## config.mk

```make
export PLATFORM = sky130hd
export DESIGN_NAME = step_sequencer
export DESIGN_NICKNAME = d
export VERILOG_FILES = /design/src/rtl/step_seq_pkg.sv /design/src/rtl/step_edge_sync.sv /design/src/rtl/step_hold_timer.sv /design/src/rtl/step_position.sv /design/src/rtl/phase_decode.sv /design/src/rtl/step_sequencer.sv
export SDC_FILE = /design/constraint.sdc
export NUM_CORES = 1
export LEC_CHECK = 0
export BUFFER_PORTS_ARGS = -buffer_cell sky130_fd_sc_hd__buf_2
export CELL_PAD_IN_SITES_DETAIL_PLACEMENT = 0
export CELL_PAD_IN_SITES_GLOBAL_PLACEMENT = 1
export CORE_UTILIZATION = 40
export CTS_BUF_LIST = sky130_fd_sc_hd__clkbuf_4 sky130_fd_sc_hd__clkbuf_8
export DETAILED_ROUTE_END_ITERATION = 7
export PLACE_DENSITY = 0.88
export SKIP_LAST_GASP = 1
export SYNTH_ARGS = -nofsm -noshare
export SYNTH_HDL_FRONTEND = slang
export SYNTH_SLANG_ARGS = --single-unit
```

## constraint.sdc

```tcl
create_clock -name clk_i -period 6.3 [get_ports clk_i]
set_clock_uncertainty 0.15 [all_clocks]
set_input_delay 0.315 -clock clk_i [delete_from_list [all_inputs] [get_ports clk_i]]
set_output_delay 0.315 -clock clk_i [all_outputs]
set_load 0.02 [all_outputs]
```

## src/rtl/step_seq_pkg.sv

```systemverilog
package step_seq_pkg;
  localparam int unsigned RING_SLOTS = 8;
  localparam int unsigned POS_W      = $clog2(RING_SLOTS);
  localparam int unsigned N_WIND     = 2;

  typedef logic [POS_W-1:0] pos_t;

  typedef enum logic [2:0] {
    MODE_HALF = 3'b000,
    MODE_DUAL = 3'b001,
    MODE_WAVE = 3'b010,
    MODE_PARK = 3'b111
  } step_mode_e;

  localparam pos_t HOME_POS = pos_t'(1);

  typedef struct packed {
    logic en;
    logic pos_pol;
  } wind_t;
endpackage

```

## src/rtl/step_edge_sync.sv

```systemverilog
module step_edge_sync #(
  parameter int unsigned STAGES = 2
) (
  input  logic clk_i,
  input  logic rst_ni,
  input  logic async_i,
  output logic rise_o
);
  // sh[STAGES-1] is the synchronized level, sh[STAGES] its previous value
  logic [STAGES:0] sh;

  always_ff @(posedge clk_i or negedge rst_ni) begin
    if (!rst_ni) sh <= '0;
    else         sh <= {sh[STAGES-1:0], async_i};
  end

  assign rise_o = sh[STAGES-1] & ~sh[STAGES];

  a_r6_single_cycle_rise: assert property (@(posedge clk_i) disable iff (!rst_ni)
    rise_o |=> !rise_o);
endmodule

```

## src/rtl/step_hold_timer.sv

```systemverilog
module step_hold_timer #(
  parameter int unsigned HOLD_CYCLES = 16
) (
  input  logic clk_i,
  input  logic rst_ni,
  input  logic step_i,
  output logic hold_o
);
  localparam int unsigned CNT_W = $clog2(HOLD_CYCLES + 1);
  localparam logic [CNT_W-1:0] LIMIT = CNT_W'(HOLD_CYCLES);

  logic [CNT_W-1:0] idle_cnt;

  always_ff @(posedge clk_i or negedge rst_ni) begin
    if (!rst_ni)               idle_cnt <= LIMIT;
    else if (step_i)           idle_cnt <= '0;
    else if (idle_cnt < LIMIT) idle_cnt <= idle_cnt + 1'b1;
  end

  assign hold_o = (idle_cnt == LIMIT);

  generate
    if (HOLD_CYCLES > 0) begin : g_chk
      a_r10_step_ends_hold: assert property (@(posedge clk_i) disable iff (!rst_ni)
        step_i |=> !hold_o);
    end
  endgenerate
endmodule

```

## src/rtl/step_position.sv

```systemverilog
module step_position
  import step_seq_pkg::*;
(
  input  logic       clk_i,
  input  logic       rst_ni,
  input  logic       force_home_i,
  input  logic       step_i,
  input  logic       dir_i,
  input  step_mode_e mode_i,
  output pos_t       pos_o
);
  pos_t pos_q, pos_d, delta;
  logic want_odd, want_even, misaligned;

  always_comb begin
    want_odd   = (mode_i == MODE_DUAL);
    want_even  = (mode_i == MODE_WAVE);
    misaligned = (want_odd && !pos_q[0]) || (want_even && pos_q[0]);
    // single slot for half step or to land on the mode's parity
    delta      = (want_odd || want_even) && !misaligned ? pos_t'(2) : pos_t'(1);
    pos_d      = dir_i ? pos_q + delta : pos_q - delta;
  end

  always_ff @(posedge clk_i or negedge rst_ni) begin
    if (!rst_ni)           pos_q <= HOME_POS;
    else if (force_home_i) pos_q <= HOME_POS;
    else if (step_i)       pos_q <= pos_d;
  end

  assign pos_o = pos_q;

  a_r2_forced_home: assert property (@(posedge clk_i) disable iff (!rst_ni)
    force_home_i |=> pos_q == HOME_POS);
  a_r11_still_without_step: assert property (@(posedge clk_i) disable iff (!rst_ni)
    !step_i && !force_home_i |=> $stable(pos_q));
  a_r4_dual_lands_odd: assert property (@(posedge clk_i) disable iff (!rst_ni)
    step_i && !force_home_i && mode_i == MODE_DUAL |=> pos_q[0]);
  a_r5_wave_lands_even: assert property (@(posedge clk_i) disable iff (!rst_ni)
    step_i && !force_home_i && mode_i == MODE_WAVE |=> !pos_q[0]);
endmodule

```

## src/rtl/phase_decode.sv

```systemverilog
module phase_decode
  import step_seq_pkg::*;
(
  input  pos_t  pos_i,
  input  logic  out_en_i,
  output wind_t wind_o [N_WIND]
);
  generate
    for (genvar w = 0; w < int'(N_WIND); w++) begin : g_wind
      pos_t rel;
      // each further winding lags by a quarter of the ring
      assign rel = pos_i - pos_t'(2 * w);
      assign wind_o[w].en      = out_en_i && (rel != pos_t'(2)) && (rel != pos_t'(6));
      assign wind_o[w].pos_pol = (rel == pos_t'(7)) || (rel == pos_t'(0)) || (rel == pos_t'(1));
    end
  endgenerate
endmodule

```

## src/rtl/step_sequencer.sv

```systemverilog
module step_sequencer
  import step_seq_pkg::*;
#(
  parameter int unsigned SYNC_STAGES = 2,
  parameter int unsigned HOLD_CYCLES = 16
) (
  input  logic       clk_i,
  input  logic       rst_ni,
  input  logic       por_i,
  input  logic       seq_rst_i,
  input  logic       step_clk_i,
  input  logic       dir_i,
  input  logic [2:0] mode_i,
  input  logic       sleep1_i,
  input  logic       sync_req_i,
  output logic [2:0] phase_idx_o,
  output logic       phase_a_en_o,
  output logic       phase_a_dir_o,
  output logic       phase_b_en_o,
  output logic       phase_b_dir_o,
  output logic       out_en_o,
  output logic       sync_en_o
);
  step_mode_e mode;
  logic       step_rise, hold, parked, force_home, out_en;
  pos_t       pos;
  wind_t      wind [N_WIND];

  assign mode       = step_mode_e'(mode_i);
  assign parked     = (mode == MODE_PARK);
  assign force_home = por_i | seq_rst_i | parked;
  assign out_en     = !sleep1_i && !parked;

  step_edge_sync #(.STAGES(SYNC_STAGES)) u_sync (
    .clk_i  (clk_i),
    .rst_ni (rst_ni),
    .async_i(step_clk_i),
    .rise_o (step_rise)
  );

  step_hold_timer #(.HOLD_CYCLES(HOLD_CYCLES)) u_hold (
    .clk_i (clk_i),
    .rst_ni(rst_ni),
    .step_i(step_rise),
    .hold_o(hold)
  );

  step_position u_pos (
    .clk_i       (clk_i),
    .rst_ni      (rst_ni),
    .force_home_i(force_home),
    .step_i      (step_rise),
    .dir_i       (dir_i),
    .mode_i      (mode),
    .pos_o       (pos)
  );

  phase_decode u_dec (
    .pos_i   (pos),
    .out_en_i(out_en),
    .wind_o  (wind)
  );

  assign phase_idx_o   = pos;
  assign phase_a_en_o  = wind[0].en;
  assign phase_a_dir_o = wind[0].pos_pol;
  assign phase_b_en_o  = wind[1].en;
  assign phase_b_dir_o = wind[1].pos_pol;
  assign out_en_o      = out_en;
  assign sync_en_o     = sync_req_i && out_en && (hold || mode == MODE_DUAL);

  a_r10_sync_needs_drive: assert property (@(posedge clk_i) disable iff (!rst_ni)
    sync_en_o |-> out_en_o && sync_req_i);
  a_r8_coast_blanks: assert property (@(posedge clk_i) disable iff (!rst_ni)
    !out_en_o |-> !phase_a_en_o && !phase_b_en_o);
  a_r7_one_winding_live: assert property (@(posedge clk_i) disable iff (!rst_ni)
    out_en_o |-> phase_a_en_o || phase_b_en_o);
  a_r9_park_home: assert property (@(posedge clk_i) disable iff (!rst_ni)
    parked && $past(parked) |-> phase_idx_o == 3'(HOME_POS));
endmodule

```

==> results.ini, run 1 <==
[pwr]
pwr-share-seq_pct=48.8
swShare_pct=30.9
p_int_mw=0.137
finalPower_mw=0.199
clockPowerShare_pct=26.3
vdd_drop_max_mv=0.154
p_comb_share_pct=24.9
power_switching_mw=0.0615
power_density_nw_per_um2=261
p_leak_nw=0.378

[global_routing]
grt_use_met3_pct=3.26
grt_start_max_net_pins=12
grt_pass1_vias=394
busiest_layer=met2
grtUsageMet1_pct=21.0
grt_overflow=0
grt_pass1_wl_um=1650
met2_usage_pct=22.3
antenna_found_initial=0
groute.usage.overall_pct=15.5

[synthesis]
ys_seq_elements=11
synth_sequential_area_ratio_pct=46.1
synth-xor-area-share_pct=5.81
synth_flop_cell=dfrtp_1
synthSimpleGateAreaFrac_pct=19.1
yosysWarnings=0
synthCells=60
syn_area_per_cell_um2=10.1
postSynth.asyncResetShare_pct=100
syn_nets=75
synth_fa_ha_area_share_pct=9.54
synth_compound_area_share_pct=11.6
yosysUniqueCellTypes=29
synth_top_family_by_area=simple AND/OR/NAND/NOR gates
netlist_area_um2=603
synth_mux_area_share_pct=3.53
synth_edf_count=0

[finish]
drive_gt1_share_pct=32.1
antennaDiodeCount=0
layout_common_cells=buf_2, nor2_1, dfrtp_1, inv_1, clkbuf_4
layout.nets=100
layout_commonest_cell=buf_2
area_delta_synth_final_pct=26.6
fin_util_pct=56.5

[drt]
route.vias.total=494
vias_per_cell=4.99
drt-initial-drc-count=5
route.detailed.drc=0
totalWireLength_um=1060
post_drt_wl_per_cell_um=10.7
ant_nets=0
firstDrtPassIters=2

[setup_path]
rr_endpoint=u_pos.pos_o[2]
worstSetupEndpointType=flop
slowest_stage=dfstp_2
crit_family=simple AND/OR/NAND/NOR gates
r2r_start=u_pos.pos_o[0]
crit_arrival_ns=2.39
r2r_cells=7
cp_cell_sequence=or3b_1, a21o_1, and2_1, fa_1, xnor2_1, or3_1, a21oi_1
path_max_fanout=7
crit_start=u_pos.pos_o[0]
cp.buffers_inverters=0
required_ns=6.34
slowest_delay_ns=0.40
critPathKind=flop to flop
start_kind=flop
reg2reg_setup_slack_ns=3.94

[clock_network]
cts.clk_slew.worst_paths_ns=0.07
cts-root-buf=clkbuf_4
cts_buffer_depth=2
cts.sinks=11
cts_tree=done
hold_buffers=2
cts_max_level=1
numCtsBuffers=3
post_cts_resized=0
cts_setup_buffers=0
worst_skew_pair.late_latency_ns=0.27

[placed_design]
io_buffers=19
place_hpwl_um=834
gp_congestion=0.812

[floorplan]
rows=13
start_util_pct=44.7
core_area_um2=1350
ios=20
die-area_um2=1670
fp.dieH_um=40.8
die_w_um=40.8

[timing]
rsz0062_at_grt=false
setup_viol=0
tns_ns=0
min_period_ns=2.36
min_period_over_period_pct=37.4
tightest_slew_ns=0.480
slew_viol_final=0
hold_violations=0
worst_hold_slack_ns=0.202
relSlewSlack_pct=68.0
fmax_mhz=424

[hold_path]
min_to=u_sync.sh[1]
hp-start=u_sync.sh[0]
holdPathStages=0
hp-class=flop to flop

[run_status]
outcome=completed

[run]
maxCapViolations=0

==> how the worst max path moves through the flow <==
stage | end | slack (ns) | cells after the start
3_3_place_gp | u_pos.pos_o[2] | 3.97 | 8
5_1_grt | u_pos.pos_o[2] | 3.81 | 7
2_1_floorplan | u_pos.pos_o[2] | 4.00 | 7
4_1_cts | u_pos.pos_o[2] | 3.93 | 7
6_report | u_pos.pos_o[2] | 3.94 | 7
3_5_place_dp | u_pos.pos_o[2] | 3.91 | 8
==> layer usage <==
layer | part of all wire (%) | vias up | wire length, um
met1 | 51 | 223 | 536
met4 | 0.38 | 0 | 4
met3 | 7.3 | 2 | 77
li1 | - | 249 | -
met2 | 42 | 20 | 440
met5 | 0 | - | 0
==> power by group through the flow <==
stage          logic [mW]  clock network [mW]  registers (mW)
2_1_floorplan      0.0359                   0          0.0963
4_1_cts            0.0505              0.0545          0.0975
5_1_grt            0.0600              0.0583          0.0998
6_report           0.0496              0.0522          0.0970
3_3_place_gp       0.0478                   0          0.0981
3_5_place_dp       0.0493                   0          0.0988
==> registers in the layout, indices dropped and copies added, names as in the netlist <==
register	flops
u_sync.sh	3
u_hold.idle_cnt	5
u_pos.pos_o	3
==> synth_stat cells (all sizes together), types with 2 or more instances <==
| master | n | area [um^2] |
|---|---|---|
| a21oi | 2 | 10.0 |
| dfrtp | 9 | 225 |
| dfstp | 2 | 52.6 |
| ha | 3 | 37.5 |
| inv | 6 | 22.5 |
| nand2b | 2 | 12.5 |
| nor2 | 10 | 37.5 |
| nor2b | 2 | 12.5 |
| o21ai | 2 | 10.0 |
| xnor2 | 2 | 17.5 |
| xor2 | 2 | 17.5 |
==> cells by family after synthesis <==
group | count (synthesis)
compound gates | 10
xor+xnor | 4
fa+ha+maj | 4
buf+inv | 7
flops | 11
mux | 2
simple gates | 22
==> cell type report <==
type	instances	area, um^2
Clock buffer	4	30.0
Fill cell	135	587
Inverter	6	22.5
Multi-Input combinational cell	42	299
Sequential cell	11	278
Tap cell	15	18.8
Timing Repair Buffer	21	115
==> per-stage QoR <==
step / worst slack, ns / std cells / area (um^2)
after floorplan: 4.00 / 60 / 603
after global placement: 3.97 / 93 / 713
after detailed placement: 3.91 / 93 / 713
after CTS: 3.93 / 99 / 763
after global routing: 3.81 / 99 / 763
final: 3.94 / 99 / 763
(Power assumes the default switching activity.)
==> inputs of run 2 (changes only) <==
CORE_UTILIZATION = 34   (was 40)
PLACE_DENSITY = 0.8   (was 0.88)
clock period = 2.1 ns   (was 6.3 ns; I/O delays follow)
==> run 2 against run 1 <==
The run now ends with design-rule violations, negative setup slack left. Cell area grew 4.1%. Critical endpoint unchanged. Largest power group unchanged. Combinational power grew to 3.2 times the previous value. First-iteration DRC count grew to 3.0 times the previous value. Non-clock buffer count grew 2. Largest cell class unchanged. Register-to-register slack lost 4.0 ns. Fmax grew 7.8%. Core utilization shrank 6.1 points. Global-route usage shrank 3.4 points.
==> results.ini, run 2 (synthesis results as in run 1) <==
[placed_design]
postPlaceCellArea_um2=738  ; +3.5%
post-place-ws_ns=-0.0523  ; -3.96 ns
io_buffers=19  ; unchanged
gp_congestion=0.732  ; -9.9%
place_hpwl_um=836  ; +0.23%

[timing]
relSlewSlack_pct=69.9  ; +1.9 points
hold_violations=0  ; unchanged
tightest_slew_ns=0.451  ; -0.0284 ns
fmax_mhz=457  ; +7.8%
slew_viol_final=0  ; unchanged
rsz0062_at_grt=true
min_period_over_period_pct=104  ; +67 points
min_period_ns=2.19  ; -0.171 ns
setup_ws_ns=-0.0858  ; -4.03 ns
setup_viol=2  ; +2
worst_hold_slack_ns=0.0560  ; -0.146 ns

[setup_path]
slowest_stage=dfstp_2
crit_arrival_ns=2.23  ; -0.16 ns
slowest_delay_ns=0.37  ; -0.03 ns
critPathKind=flop to flop
worstSetupEndpointType=flop
path_max_fanout=3  ; -4
start_kind=flop
cp_cell_sequence=or3b_1, a21o_1, and2_4, fa_2, xnor2_1, or3_1, a21oi_2
required_ns=2.14  ; -4.20 ns

[floorplan]
die-area_um2=1950  ; +17%
fp.dieH_um=44.1  ; +8.0%
start_util_pct=38.3  ; -6.4 points
core_area_um2=1580  ; +17%
die_w_um=44.1  ; +8.0%
ios=20  ; unchanged
rows=14  ; +1

[pwr]
vdd_drop_max_mv=0.466  ; +200%
p_leak_nw=0.394  ; +4.3%
power_density_nw_per_um2=758  ; +190%
finalPower_mw=0.602  ; +200%

[finish]
fillerInstances=149  ; +10%
multi_input_area_um2=314  ; +5.0%
area_delta_synth_final_pct=31.7
antennaDiodeCount=0  ; unchanged
seqCellArea_um2=278  ; unchanged
layout_commonest_cell=buf_2
top_register=u_hold.idle_cnt
largest_reg_flops=5  ; unchanged
layout.nets=102  ; +2.0%
fin_util_pct=50.4  ; -6.1 points
final_cell_area_um2=795  ; +4.1%
layout_common_cells=buf_2, nor2_1, dfrtp_1, inv_1, clkbuf_4
drive_gt1_share_pct=38.4  ; +6.2 points

[drt]
totalWireLength_um=1090  ; +3.3%
vias_per_cell=4.90  ; -1.8%
route.vias.total=500  ; +1.2%
drt-initial-drc-count=15  ; +10
firstDrtPassIters=8  ; +6
post_drt_wl_per_cell_um=10.7  ; +0.27%
ant_nets=0  ; unchanged
route.detailed.drc=1  ; +1

[hold_path]
hp-class=primary input to flop

[clock_network]
numCtsBuffers=3  ; unchanged
worst_skew_pair.late_latency_ns=0.26  ; about the same
cts.clk_slew.worst_paths_ns=0.07  ; about the same
cts_max_level=1  ; unchanged
cts.sinks=11  ; unchanged
cts_setup_buffers=0  ; unchanged
cts_tree=done
cts_buffer_depth=2  ; unchanged
cts-root-buf=clkbuf_4

[run_status]
outcome=finished with violations
failed_checks=design-rule violations, negative setup slack

[run]
maxCapViolations=0  ; unchanged

[global_routing]
grt_overflow=0  ; unchanged
grt_pass1_wl_um=1740  ; +5.4%
groute.usage.overall_pct=12.1  ; -3.4 points
antenna_found_initial=0  ; unchanged
grt_start_max_net_pins=12  ; unchanged
grt_pass1_vias=438  ; +11%

==> run 2: metal layers <==
layer	part of all wire, %	track usage (%)	vias to the layer above
met1	52	16.1	223
met2	41	18.8	22
met5	0	0	-
met4	0	5.45	0
li1	-	-	255
met3	7.1	2.86	0
==> run 2: where the power goes <==
group | leakage (nW) | switching, mW | total (mW) | internal (mW)
sequential | 0.134 | 0.0406 | 0.292 | 0.251
combinational | 0.241 | 0.0773 | 0.157 | 0.0793
clock | 0.0184 | 0.0673 | 0.154 | 0.0863
total | 0.394 | 0.185 | 0.602 | 0.417
==> run 2: timing repair <==
action | in CTS | in global routing
endpoints found under the hold margin | 12 | 0
hold buffers | 2 | 0
cloned | 0 | 0
resized for setup | 0 | 2
setup endpoints to repair | 2 | 2
==> run 2: area by class of cell <==
type | instances | area share [%]
Tap cell | 16 | 2.52
Inverter | 6 | 2.83
Sequential cell | 11 | 35.0
Multi-Input combinational cell | 42 | 39.5
Clock buffer | 4 | 3.78
Timing Repair Buffer | 23 | 16.4
==> run 2: worst paths after layout <==
kind / slack (ns) / cells after the start / start / endpoint
max in group asynchronous: 1.46 / 2 / rst_ni / u_hold.idle_cnt[4]
worst min-delay path: 0.06 / 3 / seq_rst_i / u_pos.pos_o[1]
worst min register to register: 0.20 / 0 / u_sync.sh[0] / u_sync.sh[1]
worst max register to register: -0.09 / 7 / u_pos.pos_o[0] / u_pos.pos_o[2]
min in group asynchronous: 0.08 / 2 / rst_ni / u_hold.idle_cnt[1]
worst max-delay path: -0.09 / 7 / u_pos.pos_o[0] / u_pos.pos_o[2]
==> run 2: worst max-delay path: cells and delay by family, from the launching register on <==
kind	cells	cell delay [ns]
simple gates	3	0.82
xor+xnor	1	0.13
fa+ha+maj	1	0.33
flops	1	0.37
compound gates	2	0.31
==> run 2: stage by stage <==
| stage | TNS [ns] | instances |
|---|---|---|
| after floorplan | -0.111 | 60 |
| after global placement | -0.0365 | 96 |
| after detailed placement | -0.0995 | 96 |
| after CTS | -0.143 | 102 |
| after global routing | -0.292 | 102 |
| final | -0.149 | 102 |
==> inputs of run 3 (changes only) <==
CORE_UTILIZATION = 40   (was 34)
CTS_BUF_LIST = sky130_fd_sc_hd__clkbuf_2 sky130_fd_sc_hd__clkbuf_4 sky130_fd_sc_hd__clkbuf_8   (was sky130_fd_sc_hd__clkbuf_4 sky130_fd_sc_hd__clkbuf_8)
PLACE_DENSITY = 0.88   (was 0.8)
clock period = 2.62 ns   (was 2.1 ns; I/O delays follow)
==> run 3 against run 2 <==
The run now ends clean. Critical path depth stayed put. Worst hold slack about the same. Wire length decreased by 5.6%. Combinational power is 23% lower. Non-clock buffer count down 2. Critical path type unchanged.
==> results.ini, run 3 (synthesis results as in run 1) <==
[pwr]
p_leak_nw=0.378  ; -4.1%
vdd_drop_max_mv=0.295  ; -37%
finalPower_mw=0.479  ; -20%
power_density_nw_per_um2=627  ; -17%

[clock_network]
cts.clk_slew.worst_paths_ns=0.07  ; about the same
cts-root-buf=clkbuf_4
cts_max_level=1  ; unchanged
cts_setup_buffers=0  ; unchanged
cts_tree=done
cts_buffer_depth=2  ; unchanged
numCtsBuffers=3  ; unchanged
worst_skew_pair.late_latency_ns=0.27  ; about the same
cts.sinks=11  ; unchanged

[finish]
top_register=u_hold.idle_cnt
area_delta_synth_final_pct=26.6
fin_util_pct=56.5  ; +6.1 points
layout_commonest_cell=buf_2
layout_common_cells=buf_2, nor2_1, dfrtp_1, inv_1, clkbuf_4
multi_input_area_um2=299  ; -4.8%
layout.nets=100  ; -2.0%
fillerInstances=130  ; -13%
antennaDiodeCount=0  ; unchanged
seqCellArea_um2=278  ; unchanged
largest_reg_flops=5  ; unchanged
drive_gt1_share_pct=32.1  ; -6.2 points

[global_routing]
grt_overflow=0  ; unchanged
grt_pass1_wl_um=1650  ; -5.1%
grt_pass1_vias=403  ; -8.0%
antenna_found_initial=0  ; unchanged
grt_start_max_net_pins=12  ; unchanged
groute.usage.overall_pct=16.3  ; +4.2 points

[setup_path]
worstSetupEndpointType=flop
reg2reg_setup_slack_ns=0.29  ; +0.37 ns
rr_endpoint=u_pos.pos_o[2]
required_ns=2.67  ; +0.53 ns
r2r_cells=7  ; unchanged
path_max_fanout=7  ; +4
r2r_start=u_pos.pos_o[0]
critPathKind=flop to flop
crit_arrival_ns=2.38  ; +0.15 ns
start_kind=flop

[floorplan]
ios=20  ; unchanged
die_w_um=40.8  ; -7.4%
rows=13  ; -1
fp.dieH_um=40.8  ; -7.4%
start_util_pct=44.7  ; +6.4 points
die-area_um2=1670  ; -14%
core_area_um2=1350  ; -14%

[timing]
rsz0062_at_grt=false
setup_viol=0  ; -2
min_period_over_period_pct=89.1  ; -15 points
slew_viol_final=0  ; unchanged
hold_violations=0  ; unchanged
min_period_ns=2.33  ; +0.148 ns
setup_ws_ns=0.287  ; +0.372 ns
fmax_mhz=429  ; -6.3%
tns_ns=0  ; +0.149 ns
tightest_slew_ns=0.459  ; +0.00777 ns
relSlewSlack_pct=69.3  ; -0.52 points

[hold_path]
min_to=u_pos.pos_o[2]
hp-class=primary input to flop
holdPathStages=3  ; unchanged
hp-start=seq_rst_i

[drt]
totalWireLength_um=1030  ; -5.6%
firstDrtPassIters=2  ; -6
route.detailed.drc=0  ; -1
drt-initial-drc-count=2  ; -13
route.vias.total=496  ; -0.80%
vias_per_cell=5.01  ; +2.2%
ant_nets=0  ; unchanged
post_drt_wl_per_cell_um=10.4  ; -2.7%

[placed_design]
io_buffers=19  ; unchanged
post-place-ws_ns=0.287  ; +0.340 ns
gp_congestion=0.798  ; +9.0%
place_hpwl_um=798  ; -4.5%

[run]
maxCapViolations=0  ; unchanged

[run_status]
outcome=completed

## run 3: power by group
part	internal, mW	leakage (nW)	switching [mW]
clock	0.0694	0.0184	0.0560
sequential	0.201	0.134	0.0311
combinational	0.0601	0.225	0.0607
total	0.331	0.378	0.148
## run 3: timing repair
item,CTS,global route
endpoints found under the hold margin,12,0
resized for setup,0,0
hold buffers,2,0
## run 3: area by class of cell
cell class	instances	area share, %
Multi-Input combinational cell	42	39.2
Sequential cell	11	36.4
Timing Repair Buffer	21	15.1
Clock buffer	4	3.93
Inverter	6	2.95
Tap cell	15	2.46
## run 3: metal layers
metal | vias to the layer above | share of wire, % | wire length [um] | track usage (%)
li1 | 253 | - | - | -
met1 | 221 | 48 | 493 | 19.9
met2 | 20 | 43 | 442 | 25.0
met3 | 2 | 7.2 | 74 | 3.26
met4 | 0 | 2.0 | 21 | 12.5
met5 | - | 0 | 0 | 0
## run 3: worst max-delay path, cell delays in order (launching register included)
cell and delay (ns):
dfstp_2 0.40, or3b_1 0.37, a21o_1 0.19, and2_1 0.17, fa_1 0.40, xnor2_1 0.14
or3_1 0.30, a21oi_1 0.14
## run 3: how the worst max path moves through the flow
| stage | start | to | slack [ns] | cells past startpoint |
|---|---|---|---|---|
| final | u_pos.pos_o[0] | u_pos.pos_o[2] | 0.29 | 7 |
| after global routing | u_pos.pos_o[0] | u_pos.pos_o[2] | 0.16 | 7 |
| after CTS | u_pos.pos_o[0] | u_pos.pos_o[2] | 0.27 | 7 |
| after detailed placement | u_pos.pos_o[0] | u_pos.pos_o[2] | 0.29 | 7 |
| after global placement | u_pos.pos_o[0] | u_pos.pos_o[2] | 0.34 | 7 |
| after floorplan | u_pos.pos_o[0] | u_pos.pos_o[2] | 0.32 | 7 |
## run 3: stage by stage
step | hold slack (ns) | cell area, um^2 | std cells
final | 0.0562 | 763 | 99
after floorplan | -0.315 | 603 | 60
after detailed placement | -0.141 | 713 | 93
after global routing | 0.0900 | 763 | 99
after global placement | -0.139 | 713 | 93
after CTS | 0.0472 | 763 | 99
